File: config.mk
export PLATFORM = sky130hd
export DESIGN_NAME = barfile_top
export DESIGN_NICKNAME = d
export VERILOG_FILES = /design/src/rtl/barfile_pkg.sv /design/src/rtl/barfile_slot.sv /design/src/rtl/barfile_region.sv /design/src/rtl/barfile_top.sv
export SDC_FILE = /design/constraint.sdc
export NUM_CORES = 1
export LEC_CHECK = 0
export CAP_MARGIN = 20
export CORE_ASPECT_RATIO = 1.2
export CORE_MARGIN = 2
export CORE_UTILIZATION = 58
export DETAILED_ROUTE_END_ITERATION = 8
export DONT_BUFFER_PORTS = 1
export GPL_TIMING_DRIVEN = 0
export PLACE_DENSITY = 0.88
export SYNTH_ARGS = -nofsm -noshare
export SYNTH_HDL_FRONTEND = slang
export SYNTH_SLANG_ARGS = --single-unit
File: constraint.sdc
create_clock -name clk -period 2.6 [get_ports clk]
set_input_delay 0.39 -clock clk [delete_from_list [all_inputs] [get_ports clk]]
set_output_delay 0.39 -clock clk [all_outputs]
set_load 0.02 [all_outputs]
File: src/rtl/barfile_pkg.sv
package barfile_pkg;

  localparam int unsigned KIND_NONE  = 0;
  localparam int unsigned KIND_IO    = 1;
  localparam int unsigned KIND_MEM32 = 2;
  localparam int unsigned KIND_MEM64 = 3;

  localparam int unsigned ROM_MIN_LOG2 = 11;
  localparam int unsigned IO_MIN_LOG2  = 2;
  localparam int unsigned MEM_MIN_LOG2 = 4;

  // ones at bit positions lg and above of a 32-bit word
  function automatic logic [31:0] ones_from(input int unsigned lg);
    if (lg >= 32) return 32'h0;
    return 32'hFFFF_FFFF << lg;
  endfunction

  // region size exponent after applying the per-kind minimum
  function automatic int unsigned eff_log2(input int unsigned kind, input int unsigned lg);
    if (kind == KIND_IO) return (lg < IO_MIN_LOG2) ? IO_MIN_LOG2 : lg;
    return (lg < MEM_MIN_LOG2) ? MEM_MIN_LOG2 : lg;
  endfunction

  // writable address bits of one base slot
  function automatic logic [31:0] slot_amask(input int unsigned kind, input int unsigned lg,
                                             input bit high);
    if (high) begin
      if (eff_log2(KIND_MEM64, lg) <= 32) return 32'hFFFF_FFFF;
      return ones_from(eff_log2(KIND_MEM64, lg) - 32);
    end
    if (kind == KIND_NONE) return 32'h0;
    return ones_from(eff_log2(kind, lg));
  endfunction

  // constant type bits of one base slot
  function automatic logic [31:0] slot_fixed(input int unsigned kind, input bit high);
    if (high) return 32'h0;
    if (kind == KIND_IO) return 32'h1;
    if (kind == KIND_MEM64) return 32'h4;
    return 32'h0;
  endfunction

  function automatic logic [31:0] rom_amask(input int unsigned lg);
    return ones_from((lg < ROM_MIN_LOG2) ? ROM_MIN_LOG2 : lg);
  endfunction

  function automatic logic [63:0] region_len(input int unsigned lg);
    return 64'd1 << lg;
  endfunction

endpackage

File: src/rtl/barfile_slot.sv
module barfile_slot #(
  parameter logic [31:0] WMASK = 32'h0
) (
  input  logic        clk,
  input  logic        rst,
  input  logic        wr,
  input  logic [31:0] wdata,
  input  logic [3:0]  be,
  output logic [31:0] live,
  output logic [31:0] merged
);
  localparam int unsigned LANES = 4;

  logic [31:0] lane_mask;

  always_comb begin
    for (int b = 0; b < LANES; b++) lane_mask[b*8 +: 8] = {8{be[b]}};
  end

  // value the slot would hold after this write
  assign merged = ((live & ~lane_mask) | (wdata & lane_mask)) & WMASK;

  always_ff @(posedge clk) begin
    if (rst)     live <= 32'h0;
    else if (wr) live <= merged;
  end
endmodule

File: src/rtl/barfile_region.sv
module barfile_region #(
  parameter logic [31:0] LO_AMASK = 32'hFFFF_F000,
  parameter logic [31:0] HI_AMASK = 32'h0
) (
  input  logic        clk,
  input  logic        rst,
  input  logic        trig,
  input  logic [31:0] lo_val,
  input  logic [31:0] hi_val,
  output logic        ev,
  output logic [63:0] old_base,
  output logic [63:0] new_base
);
  logic [63:0] committed;
  logic [31:0] lo_addr, hi_addr;
  logic        probe;

  assign lo_addr  = lo_val & LO_AMASK;
  assign hi_addr  = hi_val & HI_AMASK;
  // probe only when every writable bit of the whole region is set
  assign probe    = (lo_addr == LO_AMASK) && (hi_addr == HI_AMASK);
  assign new_base = {hi_addr, lo_addr};
  assign old_base = committed;
  assign ev       = trig && !probe && (new_base != committed);

  always_ff @(posedge clk) begin
    if (rst)     committed <= 64'h0;
    else if (ev) committed <= new_base;
  end
endmodule

File: src/rtl/barfile_top.sv
module barfile_top
  import barfile_pkg::*;
#(
  parameter int unsigned BAR_KIND [6] = '{KIND_MEM32, KIND_IO, KIND_MEM64, KIND_NONE, KIND_NONE, KIND_MEM32},
  parameter int unsigned BAR_LOG2 [6] = '{12, 8, 20, 0, 0, 16},
  parameter int unsigned ROM_LOG2     = 15
) (
  input  logic        clk,
  input  logic        rst,
  input  logic        cfg_wr,
  input  logic        cfg_rd,
  input  logic [2:0]  cfg_idx,
  input  logic [31:0] cfg_wdata,
  input  logic [3:0]  cfg_be,
  output logic        rd_valid,
  output logic [31:0] rd_data,
  output logic        reloc_valid,
  output logic [2:0]  reloc_idx,
  output logic [63:0] reloc_old,
  output logic [63:0] reloc_new,
  output logic [63:0] reloc_len
);
  localparam int unsigned NUM_SLOTS = 6;
  localparam int unsigned ROM_IDX   = NUM_SLOTS;
  localparam int unsigned NUM_REG   = NUM_SLOTS + 1;
  localparam int unsigned IDX_W     = $clog2(NUM_REG + 1);
  localparam int unsigned ROM_EFF   = (ROM_LOG2 < ROM_MIN_LOG2) ? ROM_MIN_LOG2 : ROM_LOG2;

  logic [31:0] live   [NUM_REG];
  logic [31:0] merged [NUM_REG];
  logic [31:0] rdv    [NUM_REG];
  logic        slot_wr[NUM_REG];
  logic        ev     [NUM_REG];
  logic [63:0] oldb   [NUM_REG];
  logic [63:0] newb   [NUM_REG];
  logic [63:0] lenv   [NUM_REG];

  for (genvar s = 0; s < NUM_REG; s++) begin : g_dec
    assign slot_wr[s] = cfg_wr && (cfg_idx == IDX_W'(s));
  end

  for (genvar s = 0; s < NUM_SLOTS; s++) begin : g_slot
    localparam int unsigned PREV = (s > 0) ? s - 1 : 0;
    localparam bit          HIGH = (s > 0) && (BAR_KIND[PREV] == KIND_MEM64);
    localparam int unsigned KIND = HIGH ? KIND_MEM64 : BAR_KIND[s];
    localparam int unsigned LG   = HIGH ? BAR_LOG2[PREV] : BAR_LOG2[s];
    localparam logic [31:0] AMSK = slot_amask(KIND, LG, HIGH);
    localparam logic [31:0] FIX  = slot_fixed(KIND, HIGH);

    barfile_slot #(.WMASK(AMSK)) u_slot (
      .clk(clk), .rst(rst), .wr(slot_wr[s]), .wdata(cfg_wdata), .be(cfg_be),
      .live(live[s]), .merged(merged[s])
    );
    assign rdv[s]  = live[s] | FIX;
    assign lenv[s] = region_len(eff_log2(KIND, LG));

    if (!HIGH && (KIND == KIND_IO || KIND == KIND_MEM32)) begin : g_r32
      barfile_region #(.LO_AMASK(AMSK), .HI_AMASK(32'h0)) u_region (
        .clk(clk), .rst(rst), .trig(slot_wr[s]), .lo_val(merged[s]), .hi_val(32'h0),
        .ev(ev[s]), .old_base(oldb[s]), .new_base(newb[s])
      );
    end else if (!HIGH && KIND == KIND_MEM64) begin : g_r64
      // a pair is judged when its upper half is written
      barfile_region #(.LO_AMASK(AMSK), .HI_AMASK(slot_amask(KIND_MEM64, LG, 1'b1))) u_region (
        .clk(clk), .rst(rst), .trig(slot_wr[s+1]), .lo_val(live[s]), .hi_val(merged[s+1]),
        .ev(ev[s]), .old_base(oldb[s]), .new_base(newb[s])
      );
    end else begin : g_noreg
      assign ev[s]   = 1'b0;
      assign oldb[s] = 64'h0;
      assign newb[s] = 64'h0;
    end
  end

  // expansion ROM: bit 0 enable, address above the size, reserved bits zero
  barfile_slot #(.WMASK(rom_amask(ROM_LOG2) | 32'h1)) u_rom_slot (
    .clk(clk), .rst(rst), .wr(slot_wr[ROM_IDX]), .wdata(cfg_wdata), .be(cfg_be),
    .live(live[ROM_IDX]), .merged(merged[ROM_IDX])
  );
  assign rdv[ROM_IDX]  = live[ROM_IDX];
  assign lenv[ROM_IDX] = region_len(ROM_EFF);

  barfile_region #(.LO_AMASK(rom_amask(ROM_LOG2)), .HI_AMASK(32'h0)) u_rom_region (
    .clk(clk), .rst(rst), .trig(slot_wr[ROM_IDX]), .lo_val(merged[ROM_IDX]), .hi_val(32'h0),
    .ev(ev[ROM_IDX]), .old_base(oldb[ROM_IDX]), .new_base(newb[ROM_IDX])
  );

  // at most one write per cycle, so at most one event source
  logic              hit;
  logic [IDX_W-1:0]  hit_idx;
  logic [63:0]       hit_old, hit_new, hit_len;
  logic [31:0]       rd_next;

  always_comb begin
    hit = 1'b0; hit_idx = '0; hit_old = '0; hit_new = '0; hit_len = '0;
    for (int r = 0; r < NUM_REG; r++) begin
      if (ev[r]) begin
        hit = 1'b1; hit_idx = IDX_W'(r);
        hit_old = oldb[r]; hit_new = newb[r]; hit_len = lenv[r];
      end
    end
  end

  always_comb begin
    rd_next = 32'h0;
    for (int r = 0; r < NUM_REG; r++) begin
      if (cfg_idx == IDX_W'(r)) rd_next = rdv[r];
    end
  end

  always_ff @(posedge clk) begin
    if (rst) begin
      rd_valid    <= 1'b0;
      rd_data     <= 32'h0;
      reloc_valid <= 1'b0;
      reloc_idx   <= '0;
      reloc_old   <= '0;
      reloc_new   <= '0;
      reloc_len   <= '0;
    end else begin
      rd_valid    <= cfg_rd;
      if (cfg_rd) rd_data <= rd_next;
      reloc_valid <= hit;
      if (hit) begin
        reloc_idx <= hit_idx;
        reloc_old <= hit_old;
        reloc_new <= hit_new;
        reloc_len <= hit_len;
      end
    end
  end
endmodule

==> impl_metrics.env, run 1 <==
export IMPL_synth_fa_ha_area_frac=0
export IMPL_syn_area_sq_mm=0.0190
export IMPL_fp_dieW_um=169
export IMPL_clock_path_buffers=3
export IMPL_core_rowCount=72
export IMPL_start_util=0.590
export IMPL_dieHeight_um=202
export IMPL_synthMuxAreaShare=0.0978
export IMPL_worst_ep_kind="sequential cell input"
export IMPL_status="did not finish"
export IMPL_grt_worst_setup_endpoint="reloc_old[51]$_SDFFE_PP0P_/D"
export IMPL_synth_top_area_share=0.418
export IMPL_synth_xor_area_frac=0.0557
export IMPL_avgSynthCellArea_sq_um=8.76
export IMPL_numPortBuffers=0
export IMPL_synthTopCellsByArea="dfxtp_1 42%, mux2i_1 6.7%, xnor2_1 4.5%"
export IMPL_ctsRootBufferMaster="clkbuf_16"
export IMPL_ys_ff_latch=397
export IMPL_synth_simple_area_share=0.163
export IMPL_ys_flop_type="dfxtp_1"
export IMPL_synth_top_family_by_area="compound AO/OA/AOI/OAI gates"
export IMPL_synth_compound_area_share=0.190
export IMPL_grt_max_degree=16
export IMPL_cts_buffers=40
export IMPL_synth_top_cell_by_area="dfxtp_1"
export IMPL_hpwlAfterDp_mm=65.4
export IMPL_synthCells=2173
export IMPL_error_line="[ERROR GRT-0232] Routing congestion too high. Check the congestion heatmap in the GUI."
export IMPL_grt_ovfl_total=5
export IMPL_cts_sinks=397
export IMPL_yosysUniqueCellTypes=55
export IMPL_gp_congestion=1.12
export IMPL_stop_stage="global routing (5_1_grt)"
export IMPL_htree_levels=2
export IMPL_synth_edf_count=0
export IMPL_ios=272
export IMPL_grt_use_total=0.750
export IMPL_yosys_warnings=0
export IMPL_async_reset_ff_frac=0
export IMPL_yosysSeqAreaShare=0.418
## through the flow
| stage | utilization | hold slack, ns | instance area [sq um] | instances | setup slack (ns) |
|---|---|---|---|---|---|
| after CTS | 0.745 | 0.000916 | 24000 | 2805 | -0.154 |
| after global placement | 0.622 | 0.447 | 20000 | 2654 | -2.02 |
| after floorplan | - | 0.437 | 19500 | 2247 | -0.137 |
| after detailed placement | 0.623 | 0.462 | 20100 | 2657 | -1.59 |
## logic make-up after synthesis
kind of cell	Yosys count
AOI/OAI and AO/OA	526
and+or+nand+nor	682
muxes	176
DFF	397
xor gates and xnor gates	121
buffers and inverters	270
other	1
## cell usage after synthesis, drive strengths merged, types with 6 or more instances
master	n
nand3	126
a22oi	65
a211oi	100
a21o	12
xnor2	97
xor2	24
dfxtp	397
o21a	6
nand4	30
o2bb2ai	16
mux2	39
nor2b	14
nand2b	15
nor3	54
and2	8
nor4	40
o21ai	31
nor2	225
buf	137
a21oi	164
a311oi	25
clkbuf	129
a31oi	9
mux2i	135
a221oi	16
a32oi	6
nand2	159
a22o	58
## timing repair
action	in CTS
endpoints found under the setup margin	238
hold buffers	11
pin swaps	74
hold endpoints to repair	14
setup buffers	57
gates cloned	9
gates resized for setup	396
## per-layer routing
metal | overflow | GRT usage
met4 | 3 | 0.715
met2 | 1 | 0.891
met1 | 0 | 0.761
met3 | 1 | 0.613
met5 | 0 | 0.406
==> run 2: changes to the inputs <==
Settings changed: CORE_ASPECT_RATIO 1.2 to unset, CORE_UTILIZATION 58 to 40, PLACE_DENSITY 0.88 to unset, PLACE_DENSITY_LB_ADDON set to 0.15.
Clock period 2.6 ns to 3.4 ns, I/O delays scaled along.
==> impl_metrics.env, run 2 <==
export IMPL_setup_viol=17
export IMPL_max_stage_delay_ns=0.48
export IMPL_avgSynthCellArea_sq_um=8.76
export IMPL_ios=272
export IMPL_post_place_ws_ns=-1.14
export IMPL_ant_nets=0
export IMPL_gp_congestion=1.04
export IMPL_avgRoutedWirePerCell_um=30.3
export IMPL_cp_cell_sequence="buf_2 > buf_6 > buf_6 > buf_2 > nand3_1 > o21ai_0 > nand3_1 > o21a_2 > o21a_1 > buf_2 > nor4_4 > nand2_1 > buf_2 > a311oi_1"
export IMPL_yosys_warnings=0
export IMPL_synthTopCellsByCount="397 x dfxtp_1, 225 x nor2_1, 164 x a21oi_1, 159 x nand2_1, 129 x clkbuf_1"
export IMPL_synthTopCellsByArea="dfxtp_1 42%, mux2i_1 6.7%, xnor2_1 4.5%"
export IMPL_cts_buffers=45
export IMPL_grt_ovfl_total=0
export IMPL_numPortBuffers=0
export IMPL_fin_crit_sh=1.03
export IMPL_nNetsFinal=2345
export IMPL_power_density_mw_per_mm2=528
export IMPL_drtIter0Drc=2412
export IMPL_async_reset_ff_frac=0
export IMPL_tightest_slew_ns=1.13
export IMPL_p_total_mw=11.7
export IMPL_multi_input_area_sq_mm=0.0103
export IMPL_grt_use_total=0.347
export IMPL_grt_max_degree=15
export IMPL_cp_end_kind="register"
export IMPL_grt_first_pass_wirelength_mm=125
export IMPL_yosysUniqueCellTypes=55
export IMPL_antenna_found_initial=2
export IMPL_drive_gt1_frac=0.144
export IMPL_ys_flop_type="dfxtp_1"
export IMPL_drc_errors=0
export IMPL_hpwlAfterDp_mm=68.9
export IMPL_start_kind="input port"
export IMPL_cp_slowest_cell="a311oi_1"
export IMPL_path_buf_inv=6
export IMPL_fin_ws_ns=-0.104
export IMPL_cts_clk_slew_worst_paths_ns=0.06
export IMPL_maxSlewHeadroom=0.248
export IMPL_synthCells=2173
export IMPL_ctsHoldBuffers=0
export IMPL_final_cell_mix="397 x dfxtp_1, 222 x nor2_1, 164 x a21oi_1, 158 x nand2_1, 126 x nand3_1"
export IMPL_worstPathMaxFanout=10
export IMPL_cp_num_cells=14
export IMPL_cts_sinks=397
export IMPL_start_util=0.407
export IMPL_ctsRootBufferMaster="clkbuf_16"
export IMPL_dieHeight_um=222
export IMPL_layout_commonest_cell="dfxtp_1"
export IMPL_synth_top_cell_by_area="dfxtp_1"
export IMPL_status="finished, violations left"
export IMPL_vias_per_cell=6.23
export IMPL_synth_edf_count=0
export IMPL_synth_most_common_cell="dfxtp_1"
export IMPL_drv_cap=0
export IMPL_grt_pass1_vias=16800
export IMPL_min_path_cells=2
export IMPL_fillCellCount=4579
export IMPL_die_area_sq_mm=0.0493
export IMPL_crit_required_ns=3.83
export IMPL_path_class="in -> reg"
export IMPL_dr_pass1_iters=6
export IMPL_hold_viol=0
export IMPL_path_common_cell="buf_2"
export IMPL_rsz0062_at_grt="yes"
export IMPL_wl_mm=89.1
export IMPL_finClkSkew_ns=0.0370
export IMPL_synth_top_area_share=0.418
export IMPL_drv_slew=0
export IMPL_via_count=18300
export IMPL_largest_register="g_slot.u_slot.live"
export IMPL_syn_area_sq_mm=0.0190
export IMPL_core_area_sq_mm=0.0468
export IMPL_insertion_delay_ns=0.61
export IMPL_min_path_type="in -> reg"
export IMPL_htree_levels=2
export IMPL_period_minus_slack_ns=3.50
export IMPL_worstPathArrival_ns=3.93
export IMPL_fmax_mhz=285
export IMPL_leakagePower_nw=7.75
export IMPL_clock_path_buffers=3
export IMPL_ys_ff_latch=397
export IMPL_critPathTopFamily="buffers and inverters"
export IMPL_failed_checks="negative setup slack"
export IMPL_seq_area_sq_mm=0.00795
export IMPL_largest_register_ffs=92
export IMPL_core_rowCount=79
export IMPL_fp_dieW_um=222
export IMPL_yosysSeqAreaShare=0.418
export IMPL_reg2regPathDepth=9
export IMPL_ir_drop_mv=0.339
export IMPL_syn_to_final_growth_pct=16.2
export IMPL_cts_tree="yes"
-- run 2: layer usage --
metal  global-route usage  vias up  routed length, um
met3               0.0918      231              10400
met2                0.511     1184              37700
met1                0.474     8934              36400
met4                0.161        0               4670
met5                    0        -                  0
li1                     -     7984                  -
-- run 2: power by group --
part           internal (mW)  total, mW  switching, mW
combinational          0.455       1.42          0.962
sequential              4.77       4.99          0.219
clock                   3.06       5.27           2.21
-- run 2: worst paths after layout --
| check | startpoint | end | slack [ns] |
|---|---|---|---|
| max | cfg_be[2] | reloc_new[27] | -0.10 |
| min | cfg_wdata[0] | register | 0.06 |
| max reg2reg | g_slot[1].u_slot.live[9] | reloc_new[27] | -0.01 |
| min reg2reg | register | register | 0.47 |
-- run 2: cell type report --
cell class	instances	share of cell area
Antenna cell	1	0.000113
Inverter	4	0.000679
Buffer	266	0.0651
Timing Repair Buffer	8	0.00271
Tap cell	607	0.0343
Multi-Input combinational cell	1580	0.466
Clock inverter	24	0.0144
Clock buffer	58	0.0576
Sequential cell	397	0.359
-- run 2: cell families (layout without fill, tap and decap cells) --
logic type	Yosys count	count (layout)	synth area share
AOI/OAI and AO/OA	526	526	0.190
xor gates and xnor gates	121	121	0.0557
buffers and inverters	270	360	0.0750
DFF	397	397	0.418
muxes	176	176	0.0978
other	1	76	0.000197
and+or+nand+nor	682	682	0.163
-- run 2: repair_timing --
action | 4_1_cts | 5_1_grt
resized for setup | 44 | 64
pin swaps | 2 | 0
setup endpoints to repair | 173 | 172
setup buffers | 4 | 2
-- run 2: stage by stage --
step           hold slack [ns]  instance area (sq um)  utilization  std cells  TNS, ns
6_report                0.0560                  22100        0.473       2945   -0.600
5_1_grt                 0.0570                  22100        0.473       2944   -0.717
4_1_cts                 0.0268                  21900        0.468       2942  -0.0165
3_5_place_dp             0.456                  20100        0.430       2856  -176.62
3_3_place_gp             0.448                  20100        0.429       2854  -213.54
2_1_floorplan            0.437                  19300            -       2247        0
Power figures use the tool's default switching activity.
